===== src/rtl/legacy_addr_guard.sv =====
module legacy_addr_guard #(
  parameter int AW = 32,
  parameter int MW = 5,
  parameter int LEGACY_AW = 26,
  parameter int VEC_BYTES = 32
) (
  input  logic          clk,
  input  logic          rst_n,
  input  logic          cfg_prog32,
  input  logic          cfg_data32,
  input  logic          cfg_vec_rd_trap,
  input  logic          mode_wr_en,
  input  logic [MW-1:0] mode_wr_data,
  input  logic          req_valid,
  input  logic [AW-1:0] req_addr,
  input  logic          req_write,
  input  logic          req_fetch,
  output logic [MW-1:0] mode_q,
  output logic          addr_exc,
  output logic          vec_exc,
  output logic [AW-1:0] fetch_pc
);
  localparam int VEC_AW = $clog2(VEC_BYTES);
  localparam logic [MW-1:0] SVC26 = MW'(5'b00011);
  localparam logic [MW-1:0] SVC32 = MW'(5'b10011);

  logic data_acc, high_bits, in_vec, mode26;
  logic [AW-1:0] legacy_mask;

  always_ff @(posedge clk) begin
    if (!rst_n)
      mode_q <= cfg_prog32 ? SVC32 : SVC26;
    else if (mode_wr_en)
      mode_q <= cfg_prog32 ? mode_wr_data : {mode_q[MW-1:2], mode_wr_data[1:0]};
  end

  assign data_acc  = req_valid && !req_fetch;
  assign high_bits = |req_addr[AW-1:LEGACY_AW];
  assign in_vec    = ~|req_addr[AW-1:VEC_AW];
  assign mode26    = !mode_q[MW-1];

  assign addr_exc = data_acc && !cfg_prog32 && !cfg_data32 && high_bits;
  assign vec_exc  = data_acc && cfg_prog32 && mode26 && in_vec &&
                    (req_write || cfg_vec_rd_trap);

  assign legacy_mask = {{(AW-LEGACY_AW){1'b0}}, {(LEGACY_AW-2){1'b1}}, 2'b00};
  assign fetch_pc    = cfg_prog32 ? req_addr : (req_addr & legacy_mask);
endmodule



===== config.mk =====
export PLATFORM = sky130hd
export DESIGN_NAME = legacy_addr_guard
export DESIGN_NICKNAME = d
export VERILOG_FILES = /design/src/rtl/legacy_addr_guard.sv
export SDC_FILE = /design/constraint.sdc
export NUM_CORES = 1
export LEC_CHECK = 0
export BUFFER_PORTS_ARGS = -buffer_cell sky130_fd_sc_hd__buf_2
export CAP_MARGIN = 25
export CORE_MARGIN = 2
export CORE_UTILIZATION = 28
export CTS_CLUSTER_SIZE = 25
export DETAILED_ROUTE_END_ITERATION = 6
export GPL_ROUTABILITY_DRIVEN = 0
export PLACE_DENSITY = 0.91
export SLEW_MARGIN = 40
export SYNTH_ARGS = -nofsm -noshare
export SYNTH_HDL_FRONTEND = slang
export SYNTH_SLANG_ARGS = --single-unit

===== constraint.sdc =====
create_clock -name clk -period 1.1 [get_ports clk]
set_input_delay 0 -clock clk [delete_from_list [all_inputs] [get_ports clk]]
set_output_delay 0 -clock clk [all_outputs]
set_load 0.05 [all_outputs]

======== Yosys cells after proc, flatten, opt, wreduce, memory -nomap -nowiden ========
Cells that the tools add are included.
storage, ports and cells
  register bits after elaboration ......... 5
  output and inout port bits .............. 39
  logic and storage cells ................. 26
operators by class
  eq/ne operators ......................... 2
  mux-type cells .......................... 5
  reductions and logical operators ........ 17
operator list
  operator              count
  $mux W32              1
  $reduce_or A27 Y1     1
  $mux W5               4
  $logic_and A1 B1 Y1   8
  $reduce_or A6 Y1      1
  $logic_not A1 Y1      5
  $ne A2 B1 Y1 const B  2
  $reduce_and A2 Y1     1
  $logic_or A1 B1 Y1    1

======== Logic depth before layout (Yosys ltp) ========
Gate-level depths: netlist (run 1).
  depth in word-level cells ............... 6
  depth in mapped cells ................... 3
  gate-level depth less buffers ........... 3

======== Worst setup path after synthesis (run 1) ========
OpenSTA, ideal clock, no wires.
  path type ............................... input to output
  start point ............................. input port req_fetch
  end point ............................... output port addr_exc
  arrival time ............................ 2600 ps
  required time ........................... 1100 ps
  setup slack ............................. -1500 ps
  stages on the path ...................... 2
  buffers on the path ..................... 0
  cells stage by stage .................... nand2b_1 -> a2111oi_0
on the way
  word-level cells in the longest chain between the ends .. 5
ends and longest elaborated chain
  what                              RTL line  RTL
  start, declared                   17        input logic req_fetch,
  $logic_not A1 Y1                  37        assign data_acc = req_valid && !req_fetch;
  $logic_and A1 B1 Y1               37
  $logic_and A1 B1 Y1 (3 in a row)  42        assign addr_exc = data_acc && !cfg_prog32 && !cfg_data32 && high_bits;
  end, declared                     19        output logic addr_exc,
Every way passes these cells.

======== Final worst setup path (run 1) ========
  start point ............................. register mode_q[4]
  end point ............................... output port vec_exc
on the way
  word-level cells in the longest chain between the ends .. 4
ends and longest elaborated chain
  what                              RTL line  RTL
  start, declared                   18        output logic [MW-1:0] mode_q,
  start signal, assigned            32        mode_q <= cfg_prog32 ? SVC32 : SVC26;
  start signal, assigned            34        mode_q <= cfg_prog32 ? mode_wr_data : {mode_q[MW-1:2], mode_wr_data[1:0]};
  $logic_not A1 Y1                  40        assign mode26 = !mode_q[MW-1];
  $logic_and A1 B1 Y1 (3 in a row)  43        assign vec_exc = data_acc && cfg_prog32 && mode26 && in_vec &&
  end, declared                     20        output logic vec_exc,
Every way passes these cells.

==> results.md, run 1 <==
* Synth area leaders: buf_4, edfxtp_1, and2_1, nand2b_1, nor4_1
* Clock Sinks at 5
* Total grt overflow at 0
* MaxCap Viol Count at 0
* Fin nets at 169
* Tcrit/Tclk final at 1.259
* RSZ-0062 raised after global routing: yes
* Initial DRT Pass Iterations at 4
* Switching power at between 0.4 and 0.5 mW
* Yosys top cell area share at 0.3396
* Max-slew violations at 0
* Clock Tree Buf Depth at 2
* Cts hold-fix bufs at 0
* Std-Cell Core Area at 1745 um2
* Most flops, register: mode_q
* FMAX at around 720 MHz
* Drt total wl at 1604 um
* Peak supply drop at 941.5 uV
* Yosys warns at 0
* Root Buffer: clkbuf_4
* Vias in the first global route at 550
* Final Hold Fails at 0
* Min-Delay Endpoint: fetch_pc[3]
* Max_slew headroom at 0.7093
* Min cycle time layout at approximately 1.4 ns
* Die Width at approximately 48 um
* Worst-Margin Slew at 0.4321 ns
* Switching power share of the total at 0.4591
* Worst hold stages at 0
* Pin count of the biggest net entering global routing at 12
* Cell type with the largest total area after synthesis: buf_4
* FF+latch area at 150.1 um2
* Row cnt at 15
* Vias per inst at between 4 and 5
* Setup WS post-layout at -0.2851 ns
* Mapped cell area at 530.5 um2
* Critical Path End Type: primary output
* First-iteration detailed-routing DRC count at 12
* Synthesized net count at 107
* I/O Buffers at 78
* Status: finished with violations
* Comb power frac at 0.522
* Starting Density at 0.3039
* CTS Buf Count at 3
* Final total power at 0.9318 mW
* Clock transition at path regs at around 0.040 ns
* Leakage at approximately 0.47 nW
* WHS at 0.0001086 ns
* Antenna viol nets, final at 0
* Critical path class: register to primary output
* Critical Path Fanout Max at 2
* # diodes at 0
* Die Span Y at 47.53 um
* IO Count at between 80 and 90
* Multi-input gate area at roughly 220 um2
* Post-synth cell types at 17
* Max reg flops at 5
* Via count at around 630
* Min-Delay Path Class: primary input to primary output
* CTS tree: built
* Mean Syn Cell Area at 8.697 um2
* Setup violators final at 1
* Cells after synthesis at just over 60
* Worst EP arrival at around 1.4 ns
* First-pass GRT wire length at 2104 um
* Initial antenna violation count at 0
* Synth Register Bits at 5
* H-Tree Depth at 1
* Residual DRC at 0
* Top Registers: mode_q (5)
* Fraction of power consumed by the clock network at 0.223
* HPWL Detailed at 1410 um
* Fraction of final layout cells sized beyond drive strength 1 at 0.7295
* Fill cells at 175
* Area grow syn2layout at 60.14%
* GRT Total Usage at 0.1371
* Sequential power share at 0.255
* Register area share after synthesis at 0.2830
* Cell Int Power at between 0.5 and 0.6 mW
* Wirelength per Cell at 10.91 um
* Worst min-delay path startpoint: req_addr[3]
* Req. time, crit path at 1.10 ns
* Failing checks: setup timing
* Power Dens Cells at 1097 nW/um2
* CP startpoint kind: register
* Die area at ~2300 um2
-- layer usage --
layer | up-vias | part of all wire | global-route usage | wire (um)
met3 | 0 | 0.11 | 0.04528 | 174
li1 | 309 | - | - | -
met2 | 47 | 0.56 | 0.2514 | 904
met5 | - | 0 | 0 | 0
met4 | 0 | 0 | 0.08889 | 0
met1 | 278 | 0.33 | 0.1284 | 525
-- cells in the final DEF, fill, tap and decap left out --
cell type	netlist	final
or3_1	1	1
edfxtp_1	5	5
nand2_1	2	2
mux2_2	1	1
buf_2	0	77
nand2b_1	4	4
clkbuf_4	0	3
buf_6	0	1
nor4_1	4	4
nor4b_2	0	1
nor3_1	1	1
or4_1	1	1
clkbuf_1	1	1
nand3_1	1	1
nand4_1	1	1
nor2_1	2	2
nor3_4	0	1
buf_4	24	4
and2_1	10	10
a2111oi_2	0	1
-- power by group through the flow --
stage / registers, mW / logic [mW] / clock network (mW)
global route: 0.240 / 0.510 / 0.231
detailed placement: 0.242 / 0.481 / 0
global placement: 0.240 / 0.473 / 0
CTS: 0.239 / 0.488 / 0.216
finish: 0.238 / 0.486 / 0.208
floorplan: 0.308 / 0.334 / 0
-- cells in the mapped netlist, drive strengths merged --
cell	number
nand2	2
mux2	1
nor4	4
nor3	2
or3	1
nor4b	1
or4	1
buf	24
and2	10
nor2	2
a2111oi	1
nand4	1
nand3	1
clkbuf	1
edfxtp	5
nand2b	4
-- stage by stage --
| stage | util | instances | cell area [um2] | setup TNS [ns] | setup slack [ns] |
|---|---|---|---|---|---|
| 2_1_floorplan | - | 61 | 549.3 | -0.5481 | -0.3852 |
| 3_3_place_gp | 0.4638 | 142 | 809.5 | -0.3134 | -0.3134 |
| 3_5_place_dp | 0.4638 | 142 | 809.5 | -0.3341 | -0.3341 |
| 4_1_cts | 0.4867 | 147 | 849.6 | -0.3273 | -0.3273 |
| 5_1_grt | 0.4867 | 147 | 849.6 | -0.3647 | -0.3647 |
| 6_report | 0.4867 | 147 | 849.6 | -0.2851 | -0.2851 |
-- kinds of logic (layout without fill, tap and decap cells) --
logic type / after synthesis / after routing / share of synthesized area
muxes: 1 / 1 / 0.02122
and+or+nand+nor: 29 / 29 / 0.3325
DFF: 5 / 5 / 0.2830
AOI/OAI and AO/OA: 1 / 1 / 0.01651
buffers and inverters: 25 / 86 / 0.3467
-- how the worst max path moves through the flow --
stage | startpoint | end | slack [ns] | cells past startpoint
floorplan | mode_q[4] | vec_exc | -0.39 | 3
finish | mode_q[4] | vec_exc | -0.29 | 4
CTS | mode_q[4] | vec_exc | -0.33 | 4
global route | mode_q[4] | vec_exc | -0.36 | 4
detailed placement | req_addr[12] | vec_exc | -0.33 | 5
global placement | req_addr[12] | vec_exc | -0.31 | 5
-- what timing repair did --
item	CTS	global route
setup buffers	1	0
gates cloned	0	0
setup endpoints to repair	1	1
gates resized for setup	2	0
pin swaps	2	1
-- cell type report --
type                    count  area share
clock buffers               4     0.03093
flip-flops and latches      5      0.1767
well taps                  25     0.03682
repair buffers             82      0.5022
multi-input cells          31      0.2533
-- critical path, cell delays in order, from the launching register on --
cell      delay [ns]
edfxtp_1        0.39
nor4b_2         0.26
nand3_1         0.17
nor3_4          0.15
buf_6           0.18
Note: power is estimated with default switching activity, not from simulation.
==> inputs of run 2 (changes only) <==
--- a/config.mk
+++ b/config.mk
@@ -12,7 +12,7 @@
 export CTS_CLUSTER_SIZE = 25
 export DETAILED_ROUTE_END_ITERATION = 6
 export GPL_ROUTABILITY_DRIVEN = 0
-export PLACE_DENSITY = 0.91
+export PLACE_DENSITY = 0.89
 export SLEW_MARGIN = 40
 export SYNTH_ARGS = -nofsm -noshare
 export SYNTH_HDL_FRONTEND = slang
==> results.md, run 2 (synthesis gave the netlist of run 1 again) <==
* Area grow syn2layout at 62.74%
* Vias in the first global route at 585 (+6.4%)
* Worst-Margin Slew at 0.4122 ns (-0.01988 ns)
* Max-slew violations at 0 (unchanged)
* Leakage at 0.4806 nW (+1.5%)
* Pin count of the biggest net entering global routing at 12 (unchanged)
* MaxCap Viol Count at 0 (unchanged)
* IO Count at 85 (unchanged)
* Root Buffer: clkbuf_4
* Max reg flops at 5 (unchanged)
* Critical path class: primary input to primary output
* Die area at 2259 um2 (unchanged)
* Row cnt at 15 (unchanged)
* Met1 usage at 0.1563 (+0.02788)
* Via count at 639 (+0.79%)
* Cts hold-fix bufs at 0 (unchanged)
* HPWL Detailed at 1455 um (+3.2%)
* H-Tree Depth at 1 (unchanged)
* Initial DRT Pass Iterations at 4 (unchanged)
* Clock Tree Buf Depth at 2 (unchanged)
* Fin nets at 170 (+0.59%)
* GRT Total Usage at 0.1457 (+0.008633)
* Setup violators final at 1 (unchanged)
* Power Dens Cells at 1087 nW/um2 (-0.89%)
* Min cycle time layout at 1.378 ns (-0.007432 ns)
* I/O Buffers at 78 (unchanged)
* First-iteration detailed-routing DRC count at 7 (-5)
* CTS Buf Count at 3 (unchanged)
* Critical Path Fanout Max at 2 (unchanged)
* Status: finished with violations
* Worst hold stages at 0 (unchanged)
* Std-Cell Core Area at 1745 um2 (unchanged)
* GR Util met2 at 0.2568 (+0.005405)
* Worst min-delay path startpoint: req_addr[4]
* Wirelength per Cell at 10.93 um (+0.13%)
* Min-Delay Path Class: primary input to primary output
* First-pass GRT wire length at 2297 um (+9.2%)
* Die Span Y at 47.53 um (unchanged)
* Peak supply drop at 965.5 uV (+2.5%)
* Fraction of final layout cells sized beyond drive strength 1 at 0.7317 (+0.002199)
* GR peak layer: met2
* CTS tree: built
* Tcrit/Tclk final at 1.252 (-0.006756)
* Worst EP arrival at 1.38 ns (about the same)
* Vias per inst at 4.318 (+0.11%)
* # diodes at 0 (unchanged)
* Max_slew headroom at 0.7227 (+0.01338)
* GR Layer Usage met3 at 0.03774 (-0.007547)
* Final core occ at 0.4946 (+0.007886)
* Failing checks: setup timing
* Most frequent cells in the layout: buf_2, and2_1, edfxtp_1, buf_4
* Antenna viol nets, final at 0 (unchanged)
* Clock Sinks at 5 (unchanged)
* Die Width at 47.53 um (unchanged)
* Critical Path End Type: primary output
* Placed Area at 817.0 um2 (+0.93%)
* Starting Density at 0.3039 (unchanged)
* Top Registers: mode_q (5)
* Initial antenna violation count at 0 (unchanged)
* Design Area, Final at 863.3 um2 (+1.6%)
* Setup TNS at -0.2777 ns (+0.007432 ns)
* Drt total wl at 1617 um (+0.81%)
* Total grt overflow at 0 (unchanged)
* CP startpoint kind: primary input
* Req. time, crit path at 1.10 ns (about the same)
* Most flops, register: mode_q
* Residual DRC at 0 (unchanged)
* Setup WS post-layout at -0.2777 ns (+0.007432 ns)
* FMAX at 725.9 MHz (+0.54%)
* RSZ-0062 raised after global routing: yes
* Final Hold Fails at 0 (unchanged)
* Most common cell after layout, fill and taps aside: buf_2
* Min-Delay Endpoint: fetch_pc[4]
run 2: cell types whose count changed in the layout (fill, tap and decap cells not counted):
cell,previous run,this run
buf_2,77,76
buf_4,4,5
buf_6,1,2
run 2: cell type report:
cell class                 instances  area [um2]
clock buffer                       4       26.28
fill                             177       882.1
multi-input combinational         31       215.2
sequential                         5       150.1
tap                               25       31.28
timing repair buffer              83       440.4
run 2: worst max-delay path by stage:
stage / startpoint / end / slack (ns)
2_1_floorplan: mode_q[4] / vec_exc / -0.39
3_3_place_gp: req_addr[12] / vec_exc / -0.32
3_5_place_dp: req_addr[12] / vec_exc / -0.37
4_1_cts: mode_q[4] / vec_exc / -0.34
5_1_grt: mode_q[4] / vec_exc / -0.35
6_report: req_addr[12] / vec_exc / -0.28
run 2: metrics by stage:
stage          worst slack, ns  hold slack [ns]  cells  total power [mW]
6_report               -0.2777        0.0001086    148            0.9384
3_3_place_gp           -0.3203        0.0003409    143            0.7200
4_1_cts                -0.3412        0.0003409    148            0.9474
2_1_floorplan          -0.3852          0.09333     61            0.6413
3_5_place_dp           -0.3693        0.0003409    143            0.7286
5_1_grt                -0.3505        0.0002867    148            0.9848
run 2: worst max-delay path, cell delays in order:
cell and delay (ns):
buf_2 0.10, or4_1 0.52, or3_1 0.40, nor3_4 0.18
buf_6 0.17
run 2: power breakdown:
part | internal (mW) | switching, mW
sequential | 0.232 | 0.00576
clock | 0.137 | 0.0661
combinational | 0.145 | 0.353
run 2: timing repair:
item | CTS | global route
gates cloned | 0 | 0
buffers inserted | 1 | 0
pin swaps | 3 | 2
resized for setup | 3 | 1
endpoints found under the setup margin | 1 | 2
run 2: per-layer routing:
metal,wire length (um),vias to the layer above
met2,917,40
met3,157,0
met4,0,0
li1,-,311
met5,0,-
met1,542,288
==> inputs of run 3 (changes only) <==
--- a/config.mk
+++ b/config.mk
@@ -5,7 +5,8 @@
 export SDC_FILE = /design/constraint.sdc
 export NUM_CORES = 1
 export LEC_CHECK = 0
-export BUFFER_PORTS_ARGS = -buffer_cell sky130_fd_sc_hd__buf_2
+export ABC_CLOCK_PERIOD_IN_PS = 1100
+export BUFFER_PORTS_ARGS = -buffer_cell sky130_fd_sc_hd__clkbuf_2
 export CAP_MARGIN = 25
 export CORE_MARGIN = 2
 export CORE_UTILIZATION = 28
@@ -13,6 +14,7 @@
 export DETAILED_ROUTE_END_ITERATION = 6
 export GPL_ROUTABILITY_DRIVEN = 0
 export PLACE_DENSITY = 0.89
+export SETUP_SLACK_MARGIN = 0.1
 export SLEW_MARGIN = 40
 export SYNTH_ARGS = -nofsm -noshare
 export SYNTH_HDL_FRONTEND = slang
==> results.md, run 3 (synthesis gave the netlist of run 1 again) <==
* Status: finished with violations
* Failing checks: setup timing
* Final core occ at 0.5147 (+0.02007)
* IO Count at 85 (unchanged)
* Die area at 2259 um2 (unchanged)
* GR peak layer: met2
* Top Registers: mode_q (5)
* GR Util met2 at 0.2649 (+0.008108)
* Setup WS post-layout at -0.2924 ns (-0.01466 ns)
* Tcrit/Tclk final at 1.266 (+0.01333)
* Power Dens Cells at 1068 nW/um2 (-1.7%)
* Initial DRT Pass Iterations at 2 (-2)
* H-Tree Depth at 1 (unchanged)
* Placed instance count at 145 (+1.4%)
* Die Span Y at 47.53 um (unchanged)
* Starting Density at 0.3039 (unchanged)
* Met1 usage at 0.1399 (-0.01641)
* First-pass GRT wire length at 2242 um (-2.4%)
* Critical path class: primary input to primary output
* CTS Buf Count at 3 (unchanged)
* WHS at 0.0001086 ns (unchanged)
* Residual DRC at 0 (unchanged)
* RSZ-0062 raised after global routing: yes
* Final Hold Fails at 0 (unchanged)
* Worst EP arrival at 1.39 ns (about the same)
* Drt total wl at 1646 um (+1.8%)
* Placed Area at 832.0 um2 (+1.8%)
* Fraction of power consumed by the clock network at 0.226 (+0.010)
* Fin nets at 171 (+0.59%)
* Design Area, Final at 898.4 um2 (+4.1%)
* GRT Total Usage at 0.1472 (+0.001436)
* Pin count of the biggest net entering global routing at 12 (unchanged)
* MaxCap Viol Count at 0 (unchanged)
* Clock Sinks at 5 (unchanged)
* Critical Path Fanout Max at 2 (unchanged)
* Root Buffer: clkbuf_4
* GR Layer Usage met3 at 0.04151 (+0.003774)
* Leakage at 0.5006 nW (+4.2%)
* Max-slew violations at 0 (unchanged)
* First-iteration detailed-routing DRC count at 3 (-4)
* # diodes at 0 (unchanged)
* Area grow syn2layout at 69.34%
* Sequential power share at 0.248 (-0.005)
* Switching power share of the total at 0.4629 (+0.01021)
* Setup violators final at 1 (unchanged)
* I/O Buffers at 78 (unchanged)
* Peak supply drop at 1004 uV (+4.0%)
* Max_slew headroom at 0.7612 (+0.03849)
* Initial antenna violation count at 0 (unchanged)
* Fraction of final layout cells sized beyond drive strength 1 at 0.7419 (+0.01023)
* Row cnt at 15 (unchanged)
* Switching power at 0.4442 mW (+4.6%)
* Most flops, register: mode_q
* CTS tree: built
* Most frequent cells in the layout: clkbuf_2, and2_1, buf_4
* Cell Int Power at 0.5155 mW (+0.37%)
* Std-Cell Core Area at 1745 um2 (unchanged)
* Via count at 639 (unchanged)
* Die Width at 47.53 um (unchanged)
* Post-CTS setup buffers at 0 (-1)
* Wirelength per Cell at 11.05 um (+1.1%)
* Worst-Margin Slew at 0.3550 ns (-0.05721 ns)
* Non-Filler Instances at 149 (+0.68%)
* Fill cells at 161 (-9.0%)
* Min cycle time layout at 1.392 ns (+0.01466 ns)
* Clock Tree Buf Depth at 2 (unchanged)
* Critical Path End Type: primary output
* Cts hold-fix bufs at 0 (unchanged)
* Total grt overflow at 0 (unchanged)
* Vias per inst at 4.289 (-0.67%)
* Antenna viol nets, final at 0 (unchanged)
* Comb power frac at 0.526 (-0.005)
* Most common cell after layout, fill and taps aside: clkbuf_2
* Min-Delay Path Class: primary input to primary output
* FMAX at 718.2 MHz (-1.1%)
* Max reg flops at 5 (unchanged)
* Req. time, crit path at 1.10 ns (about the same)
* CP startpoint kind: primary input
* Vias in the first global route at 574 (-1.9%)
==> run 3: cell count changes in the layout (fill, tap and decap cells not counted), sizes merged <==
| cell | delta |
|---|---|
| clkbuf | +76 |
| buf | -75 |
==> run 3: timing repair <==
action	4_1_cts	5_1_grt
gates resized for setup	6	3
pin swaps	2	1
setup endpoints to repair	3	2
==> run 3: area by class of cell <==
| type | count | area (um2) | area share |
|---|---|---|---|
| Tap cell | 25 | 31.28 | 0.03482 |
| Sequential cell | 5 | 150.1 | 0.1671 |
| Timing Repair Buffer | 84 | 456.7 | 0.5084 |
| Clock buffer | 4 | 26.28 | 0.02925 |
| Multi-Input combinational cell | 31 | 234.0 | 0.2604 |
==> run 3: power by group through the flow <==
stage / logic, mW / clock network, mW / registers, mW
after floorplan: 0.334 / 0 / 0.308
after global placement: 0.486 / 0 / 0.240
after detailed placement: 0.493 / 0 / 0.241
after CTS: 0.506 / 0.229 / 0.238
after global routing: 0.531 / 0.230 / 0.240
final: 0.505 / 0.217 / 0.238
==> run 3: through the flow <==
stage	worst slack, ns	setup TNS (ns)	power, mW
4_1_cts	-0.3107	-0.3107	0.9728
3_5_place_dp	-0.3809	-0.3809	0.7344
5_1_grt	-0.3512	-0.3512	1.002
3_3_place_gp	-0.3252	-0.3252	0.7260
6_report	-0.2924	-0.2924	0.9597
2_1_floorplan	-0.3852	-0.5481	0.6413
==> run 3: path summary, 6_finish.rpt <==
check / start / endpoint / slack [ns] / cells after the start
worst max-delay path: req_addr[12] / vec_exc / -0.29 / 5
worst min-delay path: req_addr[4] / fetch_pc[4] / 0.0001 / 0
==> run 3: critical path, stage by stage <==
cell and delay [ns]:
clkbuf_2 0.08, or4_1 0.53, or3_1 0.42, nor3_4 0.20, buf_8 0.17
==> run 3: per-layer routing <==
metal	vias up	wire length, um
met2	43	918
met3	5	159
li1	315	-
met4	0	50
met1	276	517
met5	-	0
